[config.mk]
export PLATFORM = sky130hd
export DESIGN_NAME = psm_mult
export DESIGN_NICKNAME = d
export VERILOG_FILES = /design/src/rtl/psm_pkg.sv /design/src/rtl/psm_magnitude.sv /design/src/rtl/psm_sub_mult.sv /design/src/rtl/psm_combiner.sv /design/src/rtl/psm_mult.sv
export SDC_FILE = /design/constraint.sdc
export NUM_CORES = 1
export LEC_CHECK = 0
export BUFFER_PORTS_ARGS = -buffer_cell sky130_fd_sc_hd__buf_2
export CAP_MARGIN = 20
export CORE_MARGIN = 3
export CORE_UTILIZATION = 30
export CTS_BUF_LIST = sky130_fd_sc_hd__clkbuf_8
export CTS_CLUSTER_DIAMETER = 80
export DETAILED_ROUTE_END_ITERATION = 16
export PLACE_DENSITY_LB_ADDON = 0.25
export SLEW_MARGIN = 20
export SYNTH_ARGS = -nofsm -noshare
export SYNTH_HDL_FRONTEND = slang
export SYNTH_SLANG_ARGS = --single-unit
[constraint.sdc]
create_clock -name clk -period 10 [get_ports clk]
set_input_delay 1 -clock clk [delete_from_list [all_inputs] [get_ports clk]]
set_output_delay 1 -clock clk [all_outputs]
set_load 0.05 [all_outputs]
[src/rtl/psm_pkg.sv]
package psm_pkg;
    typedef enum logic {
        PP_ALL   = 1'b0,
        PP_GATED = 1'b1
    } pp_mode_e;
endpackage

[src/rtl/psm_magnitude.sv]
module psm_magnitude #(
    parameter int W = 16
) (
    input  logic [W-1:0] value,
    output logic [W-1:0] mag,
    output logic         neg
);
    assign neg = value[W-1];
    assign mag = neg ? (~value + W'(1)) : value;
endmodule

[src/rtl/psm_sub_mult.sv]
module psm_sub_mult #(
    parameter int               SW   = 8,
    parameter psm_pkg::pp_mode_e MODE = psm_pkg::PP_ALL
) (
    input  logic [SW-1:0]   op_a,
    input  logic [SW-1:0]   op_b,
    output logic            en,
    output logic [2*SW-1:0] pp
);
    logic [SW-1:0] a_iso;
    logic [SW-1:0] b_iso;

    generate
        if (MODE == psm_pkg::PP_GATED) begin : g_gate
            assign en = (|op_a) & (|op_b);
        end else begin : g_free
            assign en = 1'b1;
        end
    endgenerate

    assign a_iso = en ? op_a : '0;
    assign b_iso = en ? op_b : '0;
    assign pp    = (2*SW)'(a_iso) * (2*SW)'(b_iso);
endmodule

[src/rtl/psm_combiner.sv]
module psm_combiner #(
    parameter int P  = 2,
    parameter int SW = 8
) (
    input  logic [P*P*2*SW-1:0] pp_flat,
    output logic [2*P*SW-1:0]   sum
);
    localparam int W2    = 2 * P * SW;
    localparam int NDIAG = 2 * P - 1;

    logic [W2-1:0] diag [NDIAG];

    always_comb begin
        for (int k = 0; k < NDIAG; k++) begin
            diag[k] = '0;
        end
        for (int i = 0; i < P; i++) begin
            for (int j = 0; j < P; j++) begin
                diag[i+j] = diag[i+j] + W2'(pp_flat[(i*P+j)*2*SW +: 2*SW]);
            end
        end
        sum = '0;
        for (int k = 0; k < NDIAG; k++) begin
            sum = sum + (diag[k] << (k*SW));
        end
    end
endmodule

[src/rtl/psm_mult.sv]
module psm_mult #(
    parameter int                WIDTH = 16,
    parameter int                PARTS = 2,
    parameter psm_pkg::pp_mode_e MODE  = psm_pkg::PP_ALL
) (
    input  logic               clk,
    input  logic               rst_n,
    input  logic               in_valid,
    input  logic [WIDTH-1:0]   in_a,
    input  logic [WIDTH-1:0]   in_b,
    output logic               out_valid,
    output logic [2*WIDTH-1:0] out_prod
);
    localparam int SW    = WIDTH / PARTS;
    localparam int NUNIT = PARTS * PARTS;
    localparam int PW    = 2 * SW;

    logic [WIDTH-1:0]    a_q, b_q;
    logic                v_q;
    logic [WIDTH-1:0]    a_mag, b_mag;
    logic                a_neg, b_neg;
    logic [NUNIT*PW-1:0] pp_flat;
    logic [NUNIT-1:0]    unit_en;
    logic [2*WIDTH-1:0]  mag_prod;
    logic [2*WIDTH-1:0]  signed_prod;
    logic                prod_neg;

    // operand register stage
    always_ff @(posedge clk or negedge rst_n) begin
        if (!rst_n) begin
            a_q <= '0;
            b_q <= '0;
            v_q <= 1'b0;
        end else begin
            v_q <= in_valid;
            if (in_valid) begin
                a_q <= in_a;
                b_q <= in_b;
            end
        end
    end

    psm_magnitude #(.W(WIDTH)) u_mag_a (.value(a_q), .mag(a_mag), .neg(a_neg));
    psm_magnitude #(.W(WIDTH)) u_mag_b (.value(b_q), .mag(b_mag), .neg(b_neg));

    generate
        for (genvar gi = 0; gi < PARTS; gi++) begin : g_row
            for (genvar gj = 0; gj < PARTS; gj++) begin : g_col
                localparam int IDX = gi * PARTS + gj;
                psm_sub_mult #(.SW(SW), .MODE(MODE)) u_unit (
                    .op_a (a_mag[gi*SW +: SW]),
                    .op_b (b_mag[gj*SW +: SW]),
                    .en   (unit_en[IDX]),
                    .pp   (pp_flat[IDX*PW +: PW])
                );
                AST_GATED_ZERO: assert property (@(posedge clk) disable iff (!rst_n)
                    !unit_en[IDX] |-> (pp_flat[IDX*PW +: PW] == '0));
            end
        end
    endgenerate

    psm_combiner #(.P(PARTS), .SW(SW)) u_comb (
        .pp_flat (pp_flat),
        .sum     (mag_prod)
    );

    assign prod_neg    = (a_neg ^ b_neg) && (mag_prod != '0);
    assign signed_prod = prod_neg ? (~mag_prod + (2*WIDTH)'(1)) : mag_prod;

    // product register stage
    always_ff @(posedge clk or negedge rst_n) begin
        if (!rst_n) begin
            out_prod  <= '0;
            out_valid <= 1'b0;
        end else begin
            out_valid <= v_q;
            if (v_q) begin
                out_prod <= signed_prod;
            end
        end
    end

    AST_PRODUCT_MATCH: assert property (@(posedge clk) disable iff (!rst_n)
        out_valid |-> ($signed(out_prod) ==
                       $signed($past(in_a, 2)) * $signed($past(in_b, 2))));
    AST_VALID_RISE: assert property (@(posedge clk) disable iff (!rst_n)
        in_valid |-> ##2 out_valid);
    AST_VALID_QUIET: assert property (@(posedge clk) disable iff (!rst_n)
        !in_valid |-> ##2 !out_valid);
    AST_ZERO_RESULT: assert property (@(posedge clk) disable iff (!rst_n)
        (out_valid && (($past(in_a, 2) == '0) || ($past(in_b, 2) == '0)))
        |-> (out_prod == '0));
    AST_IDLE_HOLD: assert property (@(posedge clk) disable iff (!rst_n)
        !out_valid |-> $stable(out_prod));
endmodule

After elaboration in Yosys (flattened, before gate mapping)
Cells that the tools add are included.
- output and inout bits: 33
- bits of input ports: 35
- logic and storage cells: 24
- bits in registers: 66
- bitwise logic cells: 4
- $add $sub $neg: 6
- muxes and demuxes: 3
- reductions and logical operators: 2
- multiply operators: 4
- operators by type and width (operator ; number):
    8-bit by 8-bit multiplier with 16-bit output ; 4
    16-bit by 1-bit adder with 16-bit output, second input constant ; 2
    16-bit by 32-bit adder with 32-bit output ; 1
    32-bit by 1-bit adder with 32-bit output, second input constant ; 1
    32-bit adder ; 1
    16-bit two-way mux ; 2
    32-bit two-way mux ; 1
    16-bit NOT ; 2
    32-bit NOT ; 1
    32-bit nonzero test ; 1
    16-bit by 16-bit adder with 17-bit output ; 1
    1-bit logical AND ; 1
    1-bit XOR ; 1

Depth between registers and ports, before layout
- depth after elaboration: 10
- gate-level depth with buffers: 45

Cells and area by module
From an unflattened synthesis, not the netlist that was laid out.
- cells, all modules: 1620
- area, all modules: 14310.0 µm²
- by module, submodules not included (module ; cells an instance ; area each (µm²) ; times used):
    psm_sub_mult (g_row[0].g_col[0].u_unit ...) ; 245 ; 2125.8 ; 2
    psm_mult ; 312 ; 3280.6 ; 1
    psm_sub_mult (g_row[1].g_col[1].u_unit) ; 245 ; 2140.8 ; 1
    psm_sub_mult (g_row[1].g_col[0].u_unit) ; 245 ; 2124.5 ; 1
    psm_combiner ; 230 ; 1766.7 ; 1
    psm_magnitude ; 49 ; 372.9 ; 2

Worst setup path after synthesis
Ideal clock, no wire load.
- path kind: flip-flop to flip-flop
- from: register a_q[0]
- to: register out_prod[29]
- data required time: 9.867 ns
- stages on the path, launching flop included: 38
- arrival: 9.927 ns
- path slack: -0.060 ns
- path buffers: 4
- cell sequence: dfrtp_1 buf_2 inv_1 clkbuf_1 ha_1 nand2_1 or3_1 nand2b_1 o31ai_1 xor2_1 or2_2 fa_1 fa_1 inv_1 fa_1 fa_1 fa_1 inv_1 [... 2 more ...] ha_1 xnor2_1 ha_1 ha_1 fa_1 ha_1 buf_2 a21o_1 a21o_1 or3_1 o211ai_1 nor4b_2 o311ai_1 a2111oi_2 nand3_2 nor2_2 buf_4 o211ai_1
- cells in the longest elaborated chain, start to end: 10
- elaborated cells between the ends (all ways): 15
- those cells by class: add/sub: 5; mul: 4; mux: 2; bitwise: 2; reduce/logical: 2
- ends and longest elaborated chain (item ; line ; text):
    start, declared ; psm_mult.sv:18 ; logic [WIDTH-1:0] a_q, b_q;
    start signal, assigned ; psm_mult.sv:37 ; a_q <= in_a;
    16-bit NOT ; psm_magnitude.sv:9 ; assign mag = neg ? (~value + W'(1)) : value;
    16-bit by 1-bit adder with 16-bit output ; psm_magnitude.sv:9 ;
    16-bit two-way mux (*) ; psm_magnitude.sv:9 ;
    8-bit by 8-bit multiplier with 16-bit output ; psm_sub_mult.sv:23 ; assign pp = (2*SW)'(a_iso) * (2*SW)'(b_iso);
    16-bit by 16-bit adder with 17-bit output ; psm_combiner.sv:19 ; diag[i+j] = diag[i+j] + W2'(pp_flat[(i*P+j)*2*SW +: 2*SW]);
    16-bit by 32-bit adder with 32-bit output ; psm_combiner.sv:24 ; sum = sum + (diag[k] << (k*SW));
    32-bit adder (*) ; psm_combiner.sv:24 ;
    32-bit NOT / 32-bit nonzero test (equally long branches) ; psm_mult.sv:68, psm_mult.sv:67 ;
    32-bit by 1-bit adder with 32-bit output / 1-bit logical AND (equally long branches) ; psm_mult.sv:68, psm_mult.sv:67 ;
    32-bit two-way mux (*) ; psm_mult.sv:68 ; assign signed_prod = prod_neg ? (~mag_prod + (2*WIDTH)'(1)) : mag_prod;
    end signal, assigned ; psm_mult.sv:78 ; out_prod <= signed_prod;
    end, declared ; psm_mult.sv:12 ; output logic [2*WIDTH-1:0] out_prod
Mark *: on every way between the ends. The rest lies on a longest branch, timed or not.
A chain may end at the register's enable or synchronous reset.

Worst setup path in the final report
- from: register b_q[3]
- to: register out_prod[29]
- cells in the longest elaborated chain, start to end: 10
- elaborated cells between the ends (all ways): 15
- those cells by class: add/sub: 5; mul: 4; mux: 2; bitwise: 2; reduce/logical: 2
- ends and longest elaborated chain (item ; line ; text):
    start, declared ; psm_mult.sv:18 ;
    start signal, assigned ; psm_mult.sv:38 ; b_q <= in_b;
    16-bit NOT ; psm_magnitude.sv:9 ;
    16-bit by 1-bit adder with 16-bit output ; psm_magnitude.sv:9 ;
    16-bit two-way mux (*) ; psm_magnitude.sv:9 ;
    8-bit by 8-bit multiplier with 16-bit output ; psm_sub_mult.sv:23 ;
    16-bit by 16-bit adder with 17-bit output ; psm_combiner.sv:19 ;
    16-bit by 32-bit adder with 32-bit output ; psm_combiner.sv:24 ;
    32-bit adder (*) ; psm_combiner.sv:24 ;
    32-bit NOT / 32-bit nonzero test (equally long branches) ; psm_mult.sv:68, psm_mult.sv:67 ;
    32-bit by 1-bit adder with 32-bit output / 1-bit logical AND (equally long branches) ; psm_mult.sv:68, psm_mult.sv:67 ;
    32-bit two-way mux (*) ; psm_mult.sv:68 ;
Marked as above.

==> impl_metrics.ini <==
[status]
status = finished, final reports clean

[synth]
yosysSeqAreaShare = 0.120
postSynth.asyncResetShare = 1.00
synth_flop_cell = dfrtp_1
syn_area_per_cell_sq_um = 8.54
ys_warn_count = 0
synth_cell_types = 79
synth_seq_cells = 66
netlist_instances = 1607
syn-num-nets = 1994
synth_edf_count = 0
syn-cell-area_sq_um = 13700

[sta]
grt_setup_unrepaired = yes
worst_slew_pin_slew_ns = 0.967
finalSetupViolCount = 0
fin_crit_ns = 9.76
fin_crit_sh = 0.976
hold_viol_final = 0
setup_ws_ns = 0.238
clock_skew_ns = 0.0186
fmax_mhz = 102
slew_violations = 0
slew_headroom = 0.351

[grt]
grt_max_degree = 67
antenna_found_initial = 0
grt_pass1_vias = 11600
overflow = 0
grt_pass1_wl_mm = 62.6
grt_usage = 0.164

[clock_network]
cts.path.max_buffers = 2
htreeDepth = 3
root_buffer = clkbuf_8
clock_latency_ns = 0.38
cts_made_buffers = 9
clock-sinks = 66
path_clk_slew_ns = 0.09
cts_tree = done

[drt]
drt_iter0_drc = 684
drc_errors = 0
wl_per_cell_um = 16.6
avgViaCountPerCell = 4.88
drtAntennaViolNets = 0
vias = 11700
wirelength_mm = 39.8
drt_first_pass_iters = 5

[flow_run]
max-cap-violations = 0

[place]
hpwl_mm = 33.2
gp_congestion = 0.950
place_ws_ns = -0.127
io_buffers = 67

[setup_path]
r2r_slack_ns = 0.24
crit_path_start_kind = flop
r2r_end = out_prod[29]$_DFFE_PN0P_
crit_arrival_ns = 10.06
crit_path_end_kind = flop
path_buf_inv = 8
critical_path.top_delay_family = adder cells
r2r-start = b_q[3]$_DFFE_PN0P_
crit_required_ns = 10.30
rr_worst_depth = 35
crit_slowest_cell = fa_1
cp_common_cell = fa_1
max_stage_delay_ns = 0.58
path_class = reg -> reg
crit_fanout = 4

[hold_path]
hp-start = out_prod[3]$_DFFE_PN0P_
min-delay-path-class = reg -> reg
hold_path_depth = 2
hold-path-endpoint = out_prod[3]$_DFFE_PN0P_

[layout]
drive_above_1_share = 0.216
final_common_cell = inv_1
antennaDiodeCount = 0
nFillCells = 4611
num-nets-final = 2194
final_cell_mix = 282 x inv_1, 212 x nor2_1, 176 x fa_1, 160 x buf_4, 153 x ha_1
area_delta_synth_final_pct = 22.4

[floorplan]
pin_count = 68
start_util = 0.307
die-area_sq_um = 48400
die_x_um = 220
core-area_sq_um = 44700
rows = 77
die_y_um = 220
## final cells by class
| cell class | instances | area, sq um | share of cell area |
|---|---|---|---|
| clock buffer | 9 | 124 | 0.00737 |
| sequential | 66 | 1650 | 0.0984 |
| tap | 592 | 741 | 0.0441 |
| clock inverter | 7 | 100 | 0.00596 |
| timing repair buffer | 231 | 1610 | 0.0957 |
| multi-input combinational | 1209 | 11500 | 0.684 |
| inverter | 290 | 1090 | 0.0648 |
## cells in the mapped netlist (all sizes together), types with 4 or more instances
library cell    n  area [sq um]
buf             6          28.8
clkbuf         36           135
and3            5          31.3
a2111oi         4          47.6
o21bai          6          45.0
nand3b          4          30.0
or3            16           100
and2            9          56.3
mux2           33           375
o31ai          14           105
xor2           47           412
a211oi         11          87.6
nor2b           5          38.8
dfrtp          66          1650
a21o           18           135
a21oi          43           215
inv           289          1080
nor3           23           115
o41ai           7          61.3
a31oi           9          56.3
nor2          216           813
ha            174          2180
o21a           14           105
nand2b         12          75.1
a221oi          4          35.0
o21ai          53           265
or4             5          37.5
nand4           7          43.8
or2             6          37.5
fa            178          3560
o211ai          8          65.1
nand3          12          65.1
nor4            8          80.1
nand2         149           559
xnor2          58           508
## worst reg2reg max path, delay by kind of cell, from the launching register on
kind | cells | cell delay (ns)
AOI/OAI and AO/OA | 7 | 1.49
xor gates and xnor gates | 2 | 0.24
adders and majority gates | 11 | 4.57
buffers and inverters | 8 | 0.88
DFF | 1 | 0.39
and+or+nand+nor | 7 | 2.11
## stage by stage
step                hold slack [ns]  instances   util  TNS [ns]  cell area, sq um
detailed placement            0.480       2370  0.353     -1.28             15800
global route                  0.525       2404  0.376     -1.40             16800
global placement              0.476       2370  0.353         0             15800
floorplan                     0.352       1607      -         0             13700
CTS                           0.509       2387  0.358         0             16000
finish                        0.505       2404  0.376         0             16800
## routing by layer
layer	vias to the layer above	GRT usage	wire (um)
li1	5597	-	-
met3	38	0.0172	1750
met5	-	0	0
met4	0	0.0337	743
met2	273	0.271	19000
met1	5824	0.234	18300
## kinds of logic after synthesis
family,Yosys count,share of synthesized area
simple gates,494,0.164
fa+ha+maj,352,0.418
buf+inv,332,0.0912
compound gates,224,0.111
xor+xnor,105,0.0670
flops,66,0.120
mux,34,0.0281
## worst max-delay path by stage
stage | from | end | slack (ns) | depth (start not counted)
floorplan | b_q[0]$_DFFE_PN0P_ | out_prod[28]$_DFFE_PN0P_ | 0.08 | 37
global placement | b_q[6]$_DFFE_PN0P_ | out_prod[30]$_DFFE_PN0P_ | 0.02 | 37
detailed placement | b_q[6]$_DFFE_PN0P_ | out_prod[30]$_DFFE_PN0P_ | -0.13 | 38
CTS | b_q[6]$_DFFE_PN0P_ | out_prod[30]$_DFFE_PN0P_ | 0.009 | 35
global route | b_q[3]$_DFFE_PN0P_ | out_prod[29]$_DFFE_PN0P_ | -0.17 | 36
finish | b_q[3]$_DFFE_PN0P_ | out_prod[29]$_DFFE_PN0P_ | 0.24 | 35
## flip-flops by register name (all words and copies together) (netlist names)
name,flops
out_valid,1
out_prod,32
v_q,1
a_q,16
b_q,16
## what timing repair did
action                                  CTS  global route
setup buffers                             1            17
hold buffers                              0             0
pin swaps                                 3            70
endpoints found under the setup margin   18            22
resized for setup                         8           112
endpoints found under the hold margin     0             0
Power is not shown: default switching activity piles up to over one toggle a cycle in this logic, so the estimate is an artifact.
